[src/rtl/pll_reseq_pkg.sv]
package pll_reseq_pkg;

  typedef enum logic [1:0] {
    ST_IDLE = 2'd0,
    ST_REQ  = 2'd1,
    ST_WAIT = 2'd2,
    ST_HOLD = 2'd3
  } seq_state_e;

  function automatic int unsigned cnt_width(input int unsigned max_val);
    return (max_val < 2) ? 1 : $clog2(max_val + 1);
  endfunction

endpackage

[src/rtl/pll_reseq_cnt.sv]
module pll_reseq_cnt #(
  parameter int unsigned W = 8
) (
  input  logic         clk,
  input  logic         rst_n,
  input  logic         clr,
  input  logic         en,
  output logic [W-1:0] q
);

  logic [W-1:0] q_d;

  always_comb begin
    q_d = q;
    if (clr)     q_d = '0;
    else if (en) q_d = q + 1'b1;
  end

  always_ff @(posedge clk or negedge rst_n) begin
    if (!rst_n)         q <= '0;
    else if (clr || en) q <= q_d;
  end

endmodule

[src/rtl/pll_reseq_sync.sv]
module pll_reseq_sync #(
  parameter int unsigned SYNC_STAGES = 2,
  parameter int unsigned STABLE_CYC  = 8
) (
  input  logic clk,
  input  logic rst_n,
  input  logic pin_async,
  output logic sel_val,
  output logic sel_ok
);

  localparam int unsigned RW = pll_reseq_pkg::cnt_width(STABLE_CYC);
  localparam logic [RW-1:0] RUN_MAX = RW'(STABLE_CYC);

  logic [SYNC_STAGES-1:0] chain;
  logic                   s_sync;
  logic                   cand, cand_d;
  logic [RW-1:0]          run, run_d;
  logic                   run_en;

  generate
    for (genvar g = 0; g < SYNC_STAGES; g++) begin : g_stage
      if (g == 0) begin : g_first
        always_ff @(posedge clk or negedge rst_n) begin
          if (!rst_n) chain[0] <= 1'b0;
          else        chain[0] <= pin_async;
        end
      end else begin : g_next
        always_ff @(posedge clk or negedge rst_n) begin
          if (!rst_n) chain[g] <= 1'b0;
          else        chain[g] <= chain[g-1];
        end
      end
    end
  endgenerate

  assign s_sync = chain[SYNC_STAGES-1];

  always_comb begin
    cand_d = cand;
    run_d  = run;
    run_en = 1'b0;
    if (s_sync != cand) begin
      cand_d = s_sync;
      run_d  = RW'(1);
      run_en = 1'b1;
    end else if (run != RUN_MAX) begin
      run_d  = run + 1'b1;
      run_en = 1'b1;
    end
  end

  always_ff @(posedge clk or negedge rst_n) begin
    if (!rst_n) begin
      cand <= 1'b0;
      run  <= '0;
    end else if (run_en) begin
      cand <= cand_d;
      run  <= run_d;
    end
  end

  assign sel_val = cand;
  assign sel_ok  = (run == RUN_MAX);

  // an accepted level never changes without first losing acceptance
  p_accept_stable_r2: assert property (@(posedge clk) disable iff (!rst_n)
    (sel_ok && $past(sel_ok)) |-> $stable(sel_val));

endmodule

[src/rtl/pll_reseq_fsm.sv]
module pll_reseq_fsm
  import pll_reseq_pkg::*;
#(
  parameter int unsigned RST_CYC     = 16,
  parameter int unsigned TIMEOUT_CYC = 1024,
  parameter bit          BOOT_SET    = 1'b0
) (
  input  logic clk,
  input  logic rst_n,
  input  logic cfg_done,
  input  logic sel_val,
  input  logic sel_ok,
  input  logic eng_busy,
  output logic div_sel,
  output logic reconf_req,
  output logic synth_rst,
  output logic ready,
  output logic seq_err
);

  localparam int unsigned CMAX = (RST_CYC > TIMEOUT_CYC) ? RST_CYC : TIMEOUT_CYC;
  localparam int unsigned CW   = cnt_width(CMAX);
  localparam logic [CW-1:0] RST_LAST = CW'(RST_CYC - 1);
  localparam logic [CW-1:0] TO_LAST  = CW'(TIMEOUT_CYC - 1);

  seq_state_e    state, state_d;
  logic          loaded, loaded_d;
  logic          applied, applied_d;
  logic          started, started_d;
  logic          err, err_d;
  logic          seen, seen_d;
  logic          cnt_clr, cnt_en;
  logic [CW-1:0] cnt;
  logic          start_ok;

  pll_reseq_cnt #(.W(CW)) u_cnt (
    .clk   (clk),
    .rst_n (rst_n),
    .clr   (cnt_clr),
    .en    (cnt_en),
    .q     (cnt)
  );

  assign start_ok = cfg_done && sel_ok && (!started || (sel_val != applied));

  always_comb begin
    state_d   = state;
    loaded_d  = loaded;
    applied_d = applied;
    started_d = started;
    err_d     = err;
    seen_d    = seen;
    cnt_clr   = 1'b0;
    cnt_en    = 1'b0;
    unique case (state)
      ST_IDLE: begin
        if (start_ok) begin
          applied_d = sel_val;
          started_d = 1'b1;
          err_d     = 1'b0;
          seen_d    = 1'b0;
          cnt_clr   = 1'b1;
          state_d   = (sel_val != loaded) ? ST_REQ : ST_HOLD;
        end
      end
      ST_REQ: begin
        seen_d  = 1'b0;
        cnt_clr = 1'b1;
        state_d = ST_WAIT;
      end
      ST_WAIT: begin
        if (seen && !eng_busy) begin
          loaded_d = applied;
          cnt_clr  = 1'b1;
          state_d  = ST_HOLD;
        end else if (cnt == TO_LAST) begin
          err_d   = 1'b1;
          state_d = ST_IDLE;
        end else begin
          cnt_en = 1'b1;
          seen_d = seen | eng_busy;
        end
      end
      ST_HOLD: begin
        if (cnt == RST_LAST) state_d = ST_IDLE;
        else                 cnt_en  = 1'b1;
      end
      default: state_d = ST_IDLE;
    endcase
  end

  always_ff @(posedge clk or negedge rst_n) begin
    if (!rst_n) begin
      state   <= ST_IDLE;
      loaded  <= BOOT_SET;
      applied <= BOOT_SET;
      started <= 1'b0;
      err     <= 1'b0;
      seen    <= 1'b0;
    end else begin
      state   <= state_d;
      loaded  <= loaded_d;
      applied <= applied_d;
      started <= started_d;
      err     <= err_d;
      seen    <= seen_d;
    end
  end

  assign div_sel    = applied;
  assign reconf_req = (state == ST_REQ);
  assign synth_rst  = (state == ST_HOLD);
  assign ready      = (state == ST_IDLE) && started && !err;
  assign seq_err    = err;

  // nothing starts before configuration has finished
  p_cfg_gate_r3: assert property (@(posedge clk) disable iff (!rst_n)
    (state == ST_IDLE && !cfg_done) |=> (state == ST_IDLE));

  // the request lasts one cycle and leads into the engine wait
  p_req_single_r4: assert property (@(posedge clk) disable iff (!rst_n)
    reconf_req |=> (!reconf_req && state == ST_WAIT));

  // leaving the wait for the reset step requires busy to be low
  p_done_on_idle_busy_r5: assert property (@(posedge clk) disable iff (!rst_n)
    (state == ST_WAIT && state_d == ST_HOLD) |-> !eng_busy);

  // the reset step is not cut short
  p_hold_len_r6: assert property (@(posedge clk) disable iff (!rst_n)
    (synth_rst && cnt != RST_LAST) |=> synth_rst);

  // ready never overlaps a sequence
  p_ready_quiet_r8: assert property (@(posedge clk) disable iff (!rst_n)
    ready |-> (!synth_rst && !reconf_req));

  // the engine wait is bounded
  p_wait_bounded_r9: assert property (@(posedge clk) disable iff (!rst_n)
    (state == ST_WAIT) |-> (cnt < CW'(TIMEOUT_CYC)));

endmodule

[src/rtl/pll_reseq_ctrl.sv]
module pll_reseq_ctrl #(
  parameter int unsigned SYNC_STAGES = 2,
  parameter int unsigned STABLE_CYC  = 8,
  parameter int unsigned RST_CYC     = 16,
  parameter int unsigned TIMEOUT_CYC = 1024,
  parameter bit          BOOT_SET    = 1'b0
) (
  input  logic clk,
  input  logic rst_n,
  input  logic cfg_done,
  input  logic clk_src_sel,
  input  logic eng_busy,
  output logic div_sel,
  output logic reconf_req,
  output logic synth_rst,
  output logic ready,
  output logic seq_err
);

  logic sel_val;
  logic sel_ok;

  pll_reseq_sync #(
    .SYNC_STAGES (SYNC_STAGES),
    .STABLE_CYC  (STABLE_CYC)
  ) u_sync (
    .clk       (clk),
    .rst_n     (rst_n),
    .pin_async (clk_src_sel),
    .sel_val   (sel_val),
    .sel_ok    (sel_ok)
  );

  pll_reseq_fsm #(
    .RST_CYC     (RST_CYC),
    .TIMEOUT_CYC (TIMEOUT_CYC),
    .BOOT_SET    (BOOT_SET)
  ) u_fsm (
    .clk        (clk),
    .rst_n      (rst_n),
    .cfg_done   (cfg_done),
    .sel_val    (sel_val),
    .sel_ok     (sel_ok),
    .eng_busy   (eng_busy),
    .div_sel    (div_sel),
    .reconf_req (reconf_req),
    .synth_rst  (synth_rst),
    .ready      (ready),
    .seq_err    (seq_err)
  );

  // a held reset keeps every control output quiet
  p_reset_quiet_r1: assert property (@(posedge clk)
    !rst_n |-> (!reconf_req && !synth_rst && !ready && !seq_err));

endmodule

[config.mk]
export PLATFORM = sky130hd
export DESIGN_NAME = pll_reseq_ctrl
export DESIGN_NICKNAME = d
export VERILOG_FILES = /design/src/rtl/pll_reseq_pkg.sv /design/src/rtl/pll_reseq_cnt.sv /design/src/rtl/pll_reseq_sync.sv /design/src/rtl/pll_reseq_fsm.sv /design/src/rtl/pll_reseq_ctrl.sv
export SDC_FILE = /design/constraint.sdc
export NUM_CORES = 1
export LEC_CHECK = 0
export BUFFER_PORTS_ARGS = -buffer_cell sky130_fd_sc_hd__buf_2
export CORE_MARGIN = 1.5
export CORE_UTILIZATION = 52
export DETAILED_ROUTE_END_ITERATION = 8
export PLACE_DENSITY = 0.73
export SETUP_SLACK_MARGIN = 0.3
export SLEW_MARGIN = 20
export SYNTH_ARGS = -nofsm -noshare
export SYNTH_HDL_FRONTEND = slang
export SYNTH_SLANG_ARGS = --single-unit
export TNS_END_PERCENT = 100
[constraint.sdc]
create_clock -name clk -period 2 [get_ports clk]
set_clock_uncertainty 0.15 [all_clocks]
set_input_delay 0.1 -clock clk [delete_from_list [all_inputs] [get_ports clk]]
set_output_delay 0.1 -clock clk [all_outputs]
set_load 0.005 [all_outputs]
# [Yosys cells after proc, flatten, opt, wreduce, memory -nomap -nowiden]
# Cells that the tools add are included.
[totals] regBits=25 latchBits=0 mem_bits_rw=0 mem_bits_ro=0 inputBits=5 output_inout_bits=5 elab_cells=79 memories=0
[classes] add_sub_neg=2 n_mul=0 div_mod_pow=0 n_lt_le_gt_ge=0 n_eq_ne=16 n_shift=0 muxes=26 bitwise_logic=1 reduce_logical=23
[ops] cell="11-bit two-way mux" n=2
[ops] cell="1-bit two-way mux" n=12
[ops] cell="11-bit by 1-bit adder with 11-bit output (second input constant)" n=1
[ops] cell="11-bit by 10-bit equality test with 1-bit output (second input constant)" n=1
[ops] cell="11-bit by 4-bit equality test with 1-bit output (second input constant)" n=1
[ops] cell="2-bit two-way mux" n=5
[ops] cell="2-bit AND reduction" n=5
[ops] cell="4-bit two-way mux" n=2
[ops] cell="2-bit case mux with 4 select lines" n=1
[ops] cell="4-bit AND reduction" n=2
[ops] cell="2-bit by 1-bit != test with 1-bit output (second input constant)" n=3
[ops] cell="1-bit case mux with 3 select lines" n=2
[ops] cell="2-bit nonzero test" n=3
[ops] cell="1-bit logical AND" n=5
[ops] cell="4-bit by 1-bit adder with 4-bit output (second input constant)" n=1
[ops] cell="2-bit equality test (second input constant)" n=2
[ops] cell="4-bit equality test (second input constant)" n=1
[ops] cell="2-bit != test (second input constant)" n=2
[ops] cell="4-bit != test (second input constant)" n=1
[ops] cell="1-bit case mux with 2 select lines" n=2
[ops] cell="1-bit logical NOT" n=3
[ops] cell="1-bit != test" n=3
[ops] cell="3-bit by 1-bit != test with 1-bit output (second input constant)" n=1
[ops] cell="3-bit AND reduction" n=1
[ops] cell="5 further kinds" n=6

# [Logic depth before layout (Yosys ltp)]
# Gate-level depths: netlist (run 1).
[depth] ltp_word=7 depth_mapped=8 ltp_nobuf=7

# [Modules after synthesis]
# Synthesis (run 1) repeated with hierarchy kept, for this count alone.
[unflattened] hier_cells=124 area_unflattened_um2=1287.5
[modules_own_cells] mod="pll_reseq_cnt" instances=1 cells_per_inst=53 area_each_um2=544.3
[modules_own_cells] mod="pll_reseq_fsm" instances=1 cells_per_inst=47 area_each_um2=426.7
[modules_own_cells] mod="pll_reseq_sync" instances=1 cells_per_inst=24 area_each_um2=316.6

# [Worst setup path before layout (run 1)]
# OpenSTA, ideal clock, no wires.
[synth_path] kind="flip-flop to flip-flop" from="register u_fsm.u_cnt.q[0]" to="register u_fsm.u_cnt.q[10]" arrival_ns=1.673 required_time_ns=1.724 setup_slack_ns=0.051 stages_incl_launch_ff=8 path_buffers=1 period_less_slack_ns=1.949 path_cell_list="dfrtp_1 -> ha_1 -> and3_1 -> buf_6 -> and4_4 -> nor3_4 -> nor2_2 -> a221o_1"
[synth_between] elab_chain_len=6 word_cells_on_any_way=12
[synth_lines] item="start, declared" line_no="pll_reseq_cnt.sv:8" source="output logic [W-1:0] q"
[synth_lines] item="start signal, assigned" line_no="pll_reseq_cnt.sv:21" source="else if (clr || en) q <= q_d;"
[synth_lines] item="11-bit by 10-bit equality test with 1-bit output" line_no="pll_reseq_fsm.sv:76" source="end else if (cnt == TO_LAST) begin"
[synth_lines] item="1-bit two-way mux" line_no="pll_reseq_fsm.sv:76"
[synth_lines] item="1-bit two-way mux" line_no="pll_reseq_fsm.sv:72" source="if (seen && !eng_busy) begin"
[synth_lines] item="1-bit case mux with 2 select lines" line_no="pll_reseq_fsm.sv:55" source="unique case (state)"
[synth_lines] item="2-bit nonzero test (no source line) / 1-bit logical OR (equally long branches)"
[synth_lines] item="2-bit AND reduction (no source line)"
# Several ways; a longest one is shown, not always the timed one. The select of a mux whose other input is x is not followed.
# A chain may end at the register's enable or synchronous reset.

# [Final worst setup path (run 1)]
[layout_path] from="register u_fsm.u_cnt.q[8]" to="register u_fsm.u_cnt.q[10]"
# Same word-level chain as after synthesis.

==> flow_summary.json, run 1 <==
{
  "reg2reg_from": "u_fsm.u_cnt.q[8]",
  "rrSetupSlack_ps": 60,
  "final_common_cell": "buf_4",
  "slowest_stage": "dfrtp_2",
  "yosysWarningCount": 0,
  "ys.flop_type": "dfrtp_1",
  "nets": 173,
  "p_per_area_nw_per_um2": 1060,
  "dieArea_um2": 2910,
  "dp_cells": 164,
  "num_io_pins": 10,
  "wl_per_cell_um": 16.4,
  "track_usage_pct": 22.5,
  "drt_wl_total_um": 3180,
  "grt_pass1_wl_um": 4590,
  "syn_nets": 130,
  "hold_class": "input port to register",
  "place_hpwl_um": 1880,
  "power_switching_mw": 0.723,
  "slew_headroom_pct": 63.0,
  "synthArstFlopShare_pct": 100,
  "setup_violations": 0,
  "cts_tree": "yes",
  "cts_buffer_depth": 2,
  "num_vias": 1126,
  "ant_nets": 0,
  "clkPwrFrac_pct": 12.4,
  "cts.reportedPaths.clkPinSlew_ps": 140,
  "dr.pass1.iters": 4,
  "initial_core_util_pct": 54.9,
  "cts_sinks": 25,
  "maxCapViolCount": 0,
  "grt_max_degree": 26,
  "p_leak_nw": 0.876,
  "crit_type": "register to register",
  "end_kind": "register",
  "startpoint_type": "register",
  "drt_iter0_drc": 18,
  "switching_share_pct": 36.6,
  "layoutNonFillerInstCount": 194,
  "antenna-diode-count": 0,
  "drv_slew": 0,
  "rows": 18,
  "hold_depth": 4,
  "worstPathCellList": "nor4_4, a31o_4, nor3_4, buf_6, and3_2, a221o_1",
  "path_max_fanout": 6,
  "final_cell_mix": "buf_4 (24), dfrtp_1 (20), nor2_1 (10), buf_2 (9), buf_6 (8)",
  "areaGrowthSynthToFinish_pct": 38.8,
  "setup_tns_ps": 0,
  "fin_crit_ps": 1940,
  "pre_cts_ws_ps": -26.7,
  "clock_latency_ps": 340,
  "rr_worst_depth": 6,
  "tightest_slew_ps": 555,
  "p_comb_share_pct": 53.1,
  "drive_above_1_share_pct": 51.2,
  "hold_end": "u_fsm.state[0]",
  "ys_seq_elements": 25,
  "r2r-end": "u_fsm.u_cnt.q[10]",
  "yosys.cell_types.count": 43,
  "io_buffers": 9,
  "min_from": "eng_busy",
  "ys_seq_area_share_pct": 46.4,
  "synthesis.area_um2": 1350,
  "setup_slack_ps": 64.7,
  "numCtsBuffers": 3,
  "max_freq_ghz": 0.517,
  "required_ps": 2090,
  "syn_area_per_cell_um2": 11.0,
  "p_int_mw": 1.25,
  "cts_max_level": 1,
  "drc_errors": 0,
  "synthCells": 122,
  "outcome": "finished, final reports clean",
  "antenna_found_initial": 0,
  "grt_overflow_total": 0,
  "clockRootBuffer": "clkbuf_4",
  "via_per_inst": 5.80,
  "critPathArrivalTime_ps": 2020,
  "core_area_um2": 2450,
  "hold_viol": 0,
  "critPathMaxStageDelay_ps": 490,
  "seq_power_share_pct": 34.5,
  "rsz0062_at_grt": "yes",
  "fp.dieW_um": 53.9,
  "layout_worst_path_cycle_share_pct": 96.8,
  "grt_pass1_vias": 1060,
  "vdd_drop_max_v": 0.00104,
  "die_height_um": 53.9,
  "globalplace.congestion": 0.730,
  "synth_edf_count": 0
}
## Yosys cell counts (2+ instances only)
| cell | number | share of area [%] |
|---|---|---|
| a21oi_1 | 2 | 0.74 |
| mux2_2 | 3 | 2.5 |
| and2_1 | 2 | 0.93 |
| a31o_1 | 2 | 1.3 |
| ha_1 | 3 | 2.8 |
| nor3b_1 | 2 | 1.1 |
| and3_2 | 2 | 1.1 |
| a221o_1 | 2 | 1.5 |
| dfrtp_1 | 25 | 46 |
| and3_1 | 2 | 0.93 |
| mux2i_1 | 3 | 2.2 |
| nand4_1 | 2 | 0.93 |
| and4_4 | 2 | 1.7 |
| nand2b_1 | 4 | 1.9 |
| o21ai_0 | 3 | 1.1 |
| buf_6 | 3 | 2.5 |
| nor3_1 | 4 | 1.5 |
| nor2_1 | 11 | 3.1 |
| xor2_1 | 3 | 2.0 |
| xnor2_1 | 6 | 3.9 |
| nand3_1 | 6 | 2.2 |
| nand2_1 | 2 | 0.56 |
| inv_1 | 7 | 2.0 |
| clkbuf_1 | 2 | 0.56 |
## sequential cells by signal, indices dropped and copies added, names as in the netlist
signal / flops
u_sync.s_sync: 1
u_sync.run: 4
u_fsm.div_sel: 1
u_fsm.u_cnt.q: 11
u_fsm.seq_err: 1
u_fsm.seen: 1
u_fsm.loaded: 1
u_fsm.state: 2
u_fsm.started: 1
u_sync.chain: 1
u_sync.sel_val: 1
## final cells by class
class	count	area (um^2)
timing repair buffer	43	335
inverter	7	26.3
clock buffer	3	22.5
fill	139	584
multi-input combinational	85	812
sequential	25	632
tap	30	37.5
clock inverter	1	5.00
## how the worst max path moves through the flow
stage / startpoint / to / slack (ps) / cells after the start
after CTS: u_fsm.u_cnt.q[1] / u_fsm.u_cnt.q[3] / 70 / 7
after detailed placement: u_fsm.u_cnt.q[1] / u_fsm.u_cnt.q[3] / -30 / 7
after floorplan: u_fsm.u_cnt.q[1] / u_fsm.u_cnt.q[4] / 80 / 8
final: u_fsm.u_cnt.q[8] / u_fsm.u_cnt.q[10] / 60 / 6
after global placement: u_fsm.u_cnt.q[1] / u_fsm.u_cnt.q[10] / 40 / 6
after global routing: u_fsm.u_cnt.q[1] / u_fsm.u_cnt.q[3] / -2 / 7
## cells by family after synthesis
| family | count (synthesis) | synth area share (%) |
|---|---|---|
| xor+xnor | 9 | 5.85 |
| buf+inv | 12 | 5.01 |
| mux | 6 | 4.74 |
| compound gates | 18 | 11.1 |
| flops | 25 | 46.4 |
| simple gates | 49 | 24.1 |
| fa+ha+maj | 3 | 2.79 |
## metrics by stage
| stage | instance area, um^2 | hold WS (ps) | util [%] | power (mW) |
|---|---|---|---|---|
| 2_1_floorplan | 1370 | -346 | - | 1.16 |
| 3_3_place_gp | 1470 | -35.9 | 59.9 | 1.34 |
| 3_5_place_dp | 1470 | -32.7 | 59.9 | 1.37 |
| 4_1_cts | 1670 | 30.4 | 68.1 | 1.79 |
| 5_1_grt | 1870 | 72.1 | 76.2 | 2.09 |
| 6_report | 1870 | 57.0 | 76.2 | 1.98 |
## power by group through the flow
stage	clock (mW)	combinational (mW)	sequential (mW)
floorplan	0	0.485	0.679
finish	0.245	1.05	0.682
detailed placement	0	0.672	0.701
global route	0.266	1.13	0.690
global placement	0	0.648	0.687
CTS	0.242	0.867	0.676
## worst max-delay path: cells and delay by family (launching register included)
kind                   cells  cell delay, ps
DFF                        1             490
buffers and inverters      1             120
AOI/OAI and AO/OA          2             490
and+or+nand+nor            3             590
## layer usage
metal	share of wire (%)	routed length [um]	up-vias	GRT usage [%]
met5	0	0	-	0
met3	2.4	76	5	3.06
met2	54	1710	29	43.3
met1	41	1320	567	24.2
li1	-	-	525	-
met4	2.3	74	0	9.40
## repair_timing
action,in CTS,in global routing
endpoints found under the setup margin,11,16
resized for setup,9,32
pin swaps,5,15
buffers inserted,16,8
endpoints found under the hold margin,26,0
cloned,0,0
hold buffers,2,0
(Power assumes the default switching activity.)
==> run 2, diff against run 1 <==
--- a/config.mk
+++ b/config.mk
@@ -6,6 +6,7 @@
 export NUM_CORES = 1
 export LEC_CHECK = 0
 export BUFFER_PORTS_ARGS = -buffer_cell sky130_fd_sc_hd__buf_2
+export CORE_ASPECT_RATIO = 0.9
 export CORE_MARGIN = 1.5
 export CORE_UTILIZATION = 52
 export DETAILED_ROUTE_END_ITERATION = 8
==> constraint.sdc (replaced) <==
create_clock -name clk -period 2 [get_ports clk]
set_clock_uncertainty 0.15 [all_clocks]
set_input_delay 0.2 -clock clk [delete_from_list [all_inputs] [get_ports clk]]
set_output_delay 0.2 -clock clk [all_outputs]
set_load 0.005 [all_outputs]
==> run 2 against run 1 <==
  * Sequential share of layout area grew 3.3 points
  * Register-to-register slack gained 40 ps
  * Via count shrank 4.2%
  * Sequential cell count is the same
  * Critical path depth shrank 1
  * Total power shrank 12%
  * First-iteration DRC count grew 120%
  * Final cell count shrank 7.2%
  * Sequential power grew 1%
  * Non-clock buffer count shrank 13
  * Largest power group unchanged
==> flow_summary.json, run 2 (synthesis results as in run 1) <==
{
  "outcome": "finished, final reports clean",
  "nets": 161,
  "largest_reg_flops": 11,
  "regArea_um2": 627,
  "final_cell_mix": "dfrtp_1 (24), buf_4 (14), nor2_1 (10), buf_2 (9), inv_1 (7)",
  "r2r-end": "u_fsm.u_cnt.q[8]",
  "p_leak_nw": 0.813,
  "fp.dieW_um": 56.7,
  "grt_overflow_total": 0,
  "regMostFlops": "u_fsm.u_cnt.q",
  "dr.pass1.iters": 4,
  "worstPathCellList": "nor4_2, a31o_4, nor3_2, and3_2, a211o_1",
  "hold_class": "input port to register",
  "antenna-diode-count": 0,
  "drv_slew": 0,
  "pre_cts_ws_ps": -8.02,
  "ant_nets": 0,
  "final_core_util_pct": 69.2,
  "io_buffers": 9,
  "final_common_cell": "dfrtp_1",
  "clockRootBuffer": "clkbuf_4",
  "cts_buffer_depth": 2,
  "num_io_pins": 10,
  "rr_worst_depth": 5,
  "numCtsBuffers": 3,
  "rows": 17,
  "reg2reg_from": "u_fsm.u_cnt.q[8]",
  "crit_type": "register to register",
  "via_per_inst": 5.99,
  "fin_crit_ps": 1890,
  "end_kind": "register",
  "layout_worst_path_cycle_share_pct": 94.6,
  "rsz0062_at_grt": "yes",
  "required_ps": 2060,
  "hold_viol": 0,
  "num_vias": 1079,
  "wl_per_cell_um": 16.3,
  "drive_above_1_share_pct": 40.8,
  "crit_family": "simple AND/OR/NAND/NOR gates",
  "slowest_stage": "dfrtp_1",
  "slew_headroom_pct": 62.5,
  "cts_max_level": 1,
  "initial_core_util_pct": 55.1,
  "tightest_slew_ps": 562,
  "areaGrowthSynthToFinish_pct": 25.5,
  "setup_violations": 0,
  "startpoint_type": "register",
  "startpoint": "u_fsm.u_cnt.q[8]",
  "crit_buf_inv": 0,
  "grt_pass1_vias": 1128,
  "cts.reportedPaths.clkPinSlew_ps": 130,
  "maxCapViolCount": 0,
  "die_height_um": 51.3,
  "crit_end": "u_fsm.u_cnt.q[8]",
  "drc_errors": 0,
  "multi_input_area_um2": 751,
  "dieArea_um2": 2910,
  "setup_slack_ps": 108,
  "rrSetupSlack_ps": 110,
  "placed_area_um2": 1480,
  "layoutNonFillerInstCount": 180,
  "fillers": 181,
  "drt_iter0_drc": 39,
  "grt_pass1_wl_um": 4840,
  "reg_top3": "u_fsm.u_cnt.q: 11 flops, u_sync.run: 4 flops, u_fsm.state: 2 flops",
  "critPathArrivalTime_ps": 1950,
  "grt_max_degree": 26,
  "core_area_um2": 2450,
  "max_freq_ghz": 0.529,
  "cp.depth": 5,
  "clock_latency_ps": 310,
  "path_max_fanout": 6,
  "globalplace.congestion": 0.751,
  "antenna_found_initial": 0,
  "p_per_area_nw_per_um2": 1030,
  "dp_cells": 163,
  "cts_sinks": 25,
  "critPathMaxStageDelay_ps": 480,
  "total_power_mw": 1.74,
  "drt_wl_total_um": 2940,
  "vdd_drop_max_v": 0.000735,
  "place_hpwl_um": 1880,
  "final_area_um2": 1690,
  "cts_tree": "yes",
  "track_usage_pct": 21.8
}
[run 2: cell types whose count changed in the layout (fill, tap and decap cells not counted), moves of 2 or more]
cell	previous run	this run
nor3_2	0	2
buf_4	24	14
nand3_4	2	0
buf_6	8	5
nor3_4	4	2
dfrtp_1	20	24
dfrtp_2	5	1
[run 2: metal layers]
| metal | wire (um) | up-vias | track usage (%) |
|---|---|---|---|
| li1 | - | 500 | - |
| met1 | 1160 | 541 | 23.3 |
| met2 | 1600 | 32 | 39.9 |
| met3 | 129 | 6 | 6.84 |
| met4 | 49 | 0 | 8.73 |
| met5 | 0 | - | 0 |
[run 2: area by class of cell]
class / count / share of cell area (%)
Sequential cell: 25 / 37.1
Tap cell: 28 / 2.07
Clock buffer: 4 / 1.55
Timing Repair Buffer: 30 / 13.4
Inverter: 7 / 1.55
Multi-Input combinational cell: 86 / 44.4
[run 2: how the worst min path moves through the flow]
stage               cells after the start              to     start
finish                                  4  u_fsm.state[0]  eng_busy
global route                            4  u_fsm.state[0]  eng_busy
CTS                                     4  u_fsm.state[0]  eng_busy
detailed placement                      1   u_sync.run[2]     rst_n
global placement                        1   u_sync.run[2]     rst_n
floorplan                               0   u_fsm.div_sel     rst_n
[run 2: metrics by stage]
step,TNS [ps],hold slack [ps]
2_1_floorplan,0,-246
3_3_place_gp,0,60.6
3_5_place_dp,-8.02,76.5
4_1_cts,0,146
5_1_grt,0,200
6_report,0,164
[run 2: worst reg2reg max path: cells and delay by family (launching register included)]
kind               cells  cell delay (ps)
AOI/OAI and AO/OA      2              510
DFF                    1              480
and+or+nand+nor        3              650
[run 2: repair_timing]
item,CTS,global route
hold buffers,2,0
gates resized for setup,5,18
buffers inserted,5,5
setup endpoints to repair,11,17
hold endpoints to repair,26,0
cloned,1,0
pin swaps,3,6
[run 2: power by group]
| part | switching (mW) | internal (mW) | total, mW |
|---|---|---|---|
| clock network | 0.140 | 0.0779 | 0.218 |
| logic | 0.393 | 0.436 | 0.829 |
| registers | 0.0930 | 0.598 | 0.691 |
==> run 3, diff against run 2 <==
--- a/config.mk
+++ b/config.mk
@@ -10,7 +10,7 @@
 export CORE_MARGIN = 1.5
 export CORE_UTILIZATION = 52
 export DETAILED_ROUTE_END_ITERATION = 8
-export PLACE_DENSITY = 0.73
+export PLACE_DENSITY_LB_ADDON = 0.25
 export SETUP_SLACK_MARGIN = 0.3
 export SLEW_MARGIN = 20
 export SYNTH_ARGS = -nofsm -noshare
==> run 3 against run 2 <==
  * The run now ends with negative setup slack left
  * Maximum frequency fell by 6.2%
  * Final cell count rose by 5.6%
  * Critical endpoint unchanged
  * Routed wire length rose by 4.3%
  * Largest cell class unchanged
  * Clock-buffer cell count did not move
  * Hold slack got worse by 25 ps
  * Non-clock buffer count rose by 11
==> flow_summary.json, run 3 (synthesis results as in run 1) <==
{
  "outcome": "finished with violations",
  "violations": "negative setup slack",
  "setup_slack_ps": -18.1,
  "initial_core_util_pct": 55.1,
  "nets": 171,
  "final_cell_mix": "buf_4 (20), dfrtp_1 (19), buf_6 (10), buf_2 (9)",
  "core_area_um2": 2450,
  "cts_sinks": 25,
  "numCtsBuffers": 3,
  "hold_class": "input port to register",
  "tightest_slew_ps": 580,
  "end_kind": "register",
  "multi_input_area_um2": 762,
  "maxCapViolCount": 0,
  "reg_top3": "u_fsm.u_cnt.q: 11 flops, u_sync.run: 4 flops, u_fsm.state: 2 flops",
  "p_leak_nw": 0.863,
  "grt_pass1_vias": 1112,
  "areaGrowthSynthToFinish_pct": 34.4,
  "clock_latency_ps": 320,
  "crit_type": "register to register",
  "ant_nets": 0,
  "rsz0062_at_grt": "yes",
  "antenna_found_initial": 0,
  "clockRootBuffer": "clkbuf_4",
  "drt_wl_total_um": 3070,
  "startpoint_type": "register",
  "grt_max_degree": 26,
  "drc_errors": 0,
  "regMostFlops": "u_fsm.u_cnt.q",
  "cts_buffer_depth": 2,
  "largest_reg_flops": 11,
  "max_freq_ghz": 0.496,
  "cts_tree": "yes",
  "dr.pass1.iters": 4,
  "final_area_um2": 1810,
  "critPathArrivalTime_ps": 2090,
  "layoutNonFillerInstCount": 190,
  "pre_cts_ws_ps": -17.3,
  "p_per_area_nw_per_um2": 1050,
  "track_usage_pct": 22.1,
  "grt_overflow_total": 0,
  "slew_headroom_pct": 61.3,
  "final_common_cell": "buf_4",
  "regArea_um2": 633,
  "globalplace.congestion": 0.764,
  "num_io_pins": 10,
  "antenna-diode-count": 0,
  "layout_worst_path_cycle_share_pct": 101,
  "io_buffers": 9,
  "dp_cells": 162,
  "drt_iter0_drc": 40,
  "via_per_inst": 5.79,
  "hold_viol": 0,
  "placed_area_um2": 1470,
  "place_hpwl_um": 1850,
  "path_max_fanout": 4,
  "grt_pass1_wl_um": 4920,
  "die_height_um": 51.3,
  "dieArea_um2": 2910,
  "wl_per_cell_um": 16.1,
  "setup_violations": 3,
  "drive_above_1_share_pct": 49.4,
  "fillers": 172,
  "fin_crit_ps": 2020,
  "cts.reportedPaths.clkPinSlew_ps": 130,
  "num_vias": 1101,
  "required_ps": 2070,
  "rows": 17,
  "cts_max_level": 1,
  "vdd_drop_max_v": 0.000841,
  "fp.dieW_um": 56.7,
  "drv_slew": 0
}
==> run 3: changes by cell type in the layout (fill, tap and decap cells not counted), moves of 2 or more <==
cell     previous run  this run
dfrtp_1            24        19
nor2_2              1         3
dfrtp_2             1         6
nor3_2              2         4
o21ai_2             2         0
buf_4              14        20
and3_2              2         0
nor3_1              2         0
o21ai_0             0         2
nor2_1             10         7
buf_6               5        10
and3_4              1         3
==> run 3: power breakdown <==
| group | switching [mW] | internal, mW |
|---|---|---|
| Clock | 0.150 | 0.0783 |
| Combinational | 0.424 | 0.553 |
| Sequential | 0.0896 | 0.598 |
==> run 3: worst paths after layout <==
check | to | from | slack (ps) | depth (start not counted)
max | u_fsm.u_cnt.q[8] | u_fsm.state[0] | -20 | 8
min in group asynchronous | u_sync.run[2] | rst_n | 240 | 2
max reg2reg | u_fsm.u_cnt.q[8] | u_fsm.state[0] | -20 | 8
min reg2reg | u_sync.s_sync | u_sync.chain[0] | 210 | 0
max in group asynchronous | u_fsm.u_cnt.q[7] | rst_n | 1040 | 2
min | u_fsm.state[0] | eng_busy | 140 | 4
==> run 3: layout make-up <==
cell class	instances	area share [%]
clock buffers	4	1.45
well taps	28	1.94
inverters	7	1.45
repair buffers	41	18.1
multi-input cells	85	42.1
flip-flops and latches	25	35.0
==> run 3: worst max-delay path, cell delays in order (launching register included) <==
cell	delay [ps]
dfrtp_2	480
buf_6	140
nor2_1	170
and4_4	280
nor3_4	50
buf_6	120
buf_4	130
nor3b_2	140
a211o_1	260
==> run 3: stage by stage <==
stage | setup TNS (ps) | util [%] | power (mW) | hold WS, ps
final | -24.1 | 74.0 | 1.89 | 139
after global routing | -94.7 | 74.0 | 2.01 | 165
after floorplan | 0 | - | 1.16 | -246
after detailed placement | -19.1 | 60.0 | 1.37 | 69.5
after CTS | 0 | 68.6 | 1.77 | 128
after global placement | 0 | 60.0 | 1.34 | 65.7
==> run 3: layer usage <==
layer	part of all wire (%)	up-vias	track usage [%]	wire length (um)
li1	-	517	-	-
met1	42	543	24.7	1280
met2	52	31	41.7	1590
met3	3.6	10	5.57	110
met4	2.9	0	5.95	89
met5	0	-	0	0
==> run 3: timing repair <==
action	CTS	global route
gates cloned	0	0
gates resized for setup	15	21
setup buffers	14	8
pin swaps	5	10
hold buffers	2	0
endpoints found under the setup margin	12	17
endpoints found under the hold margin	26	0
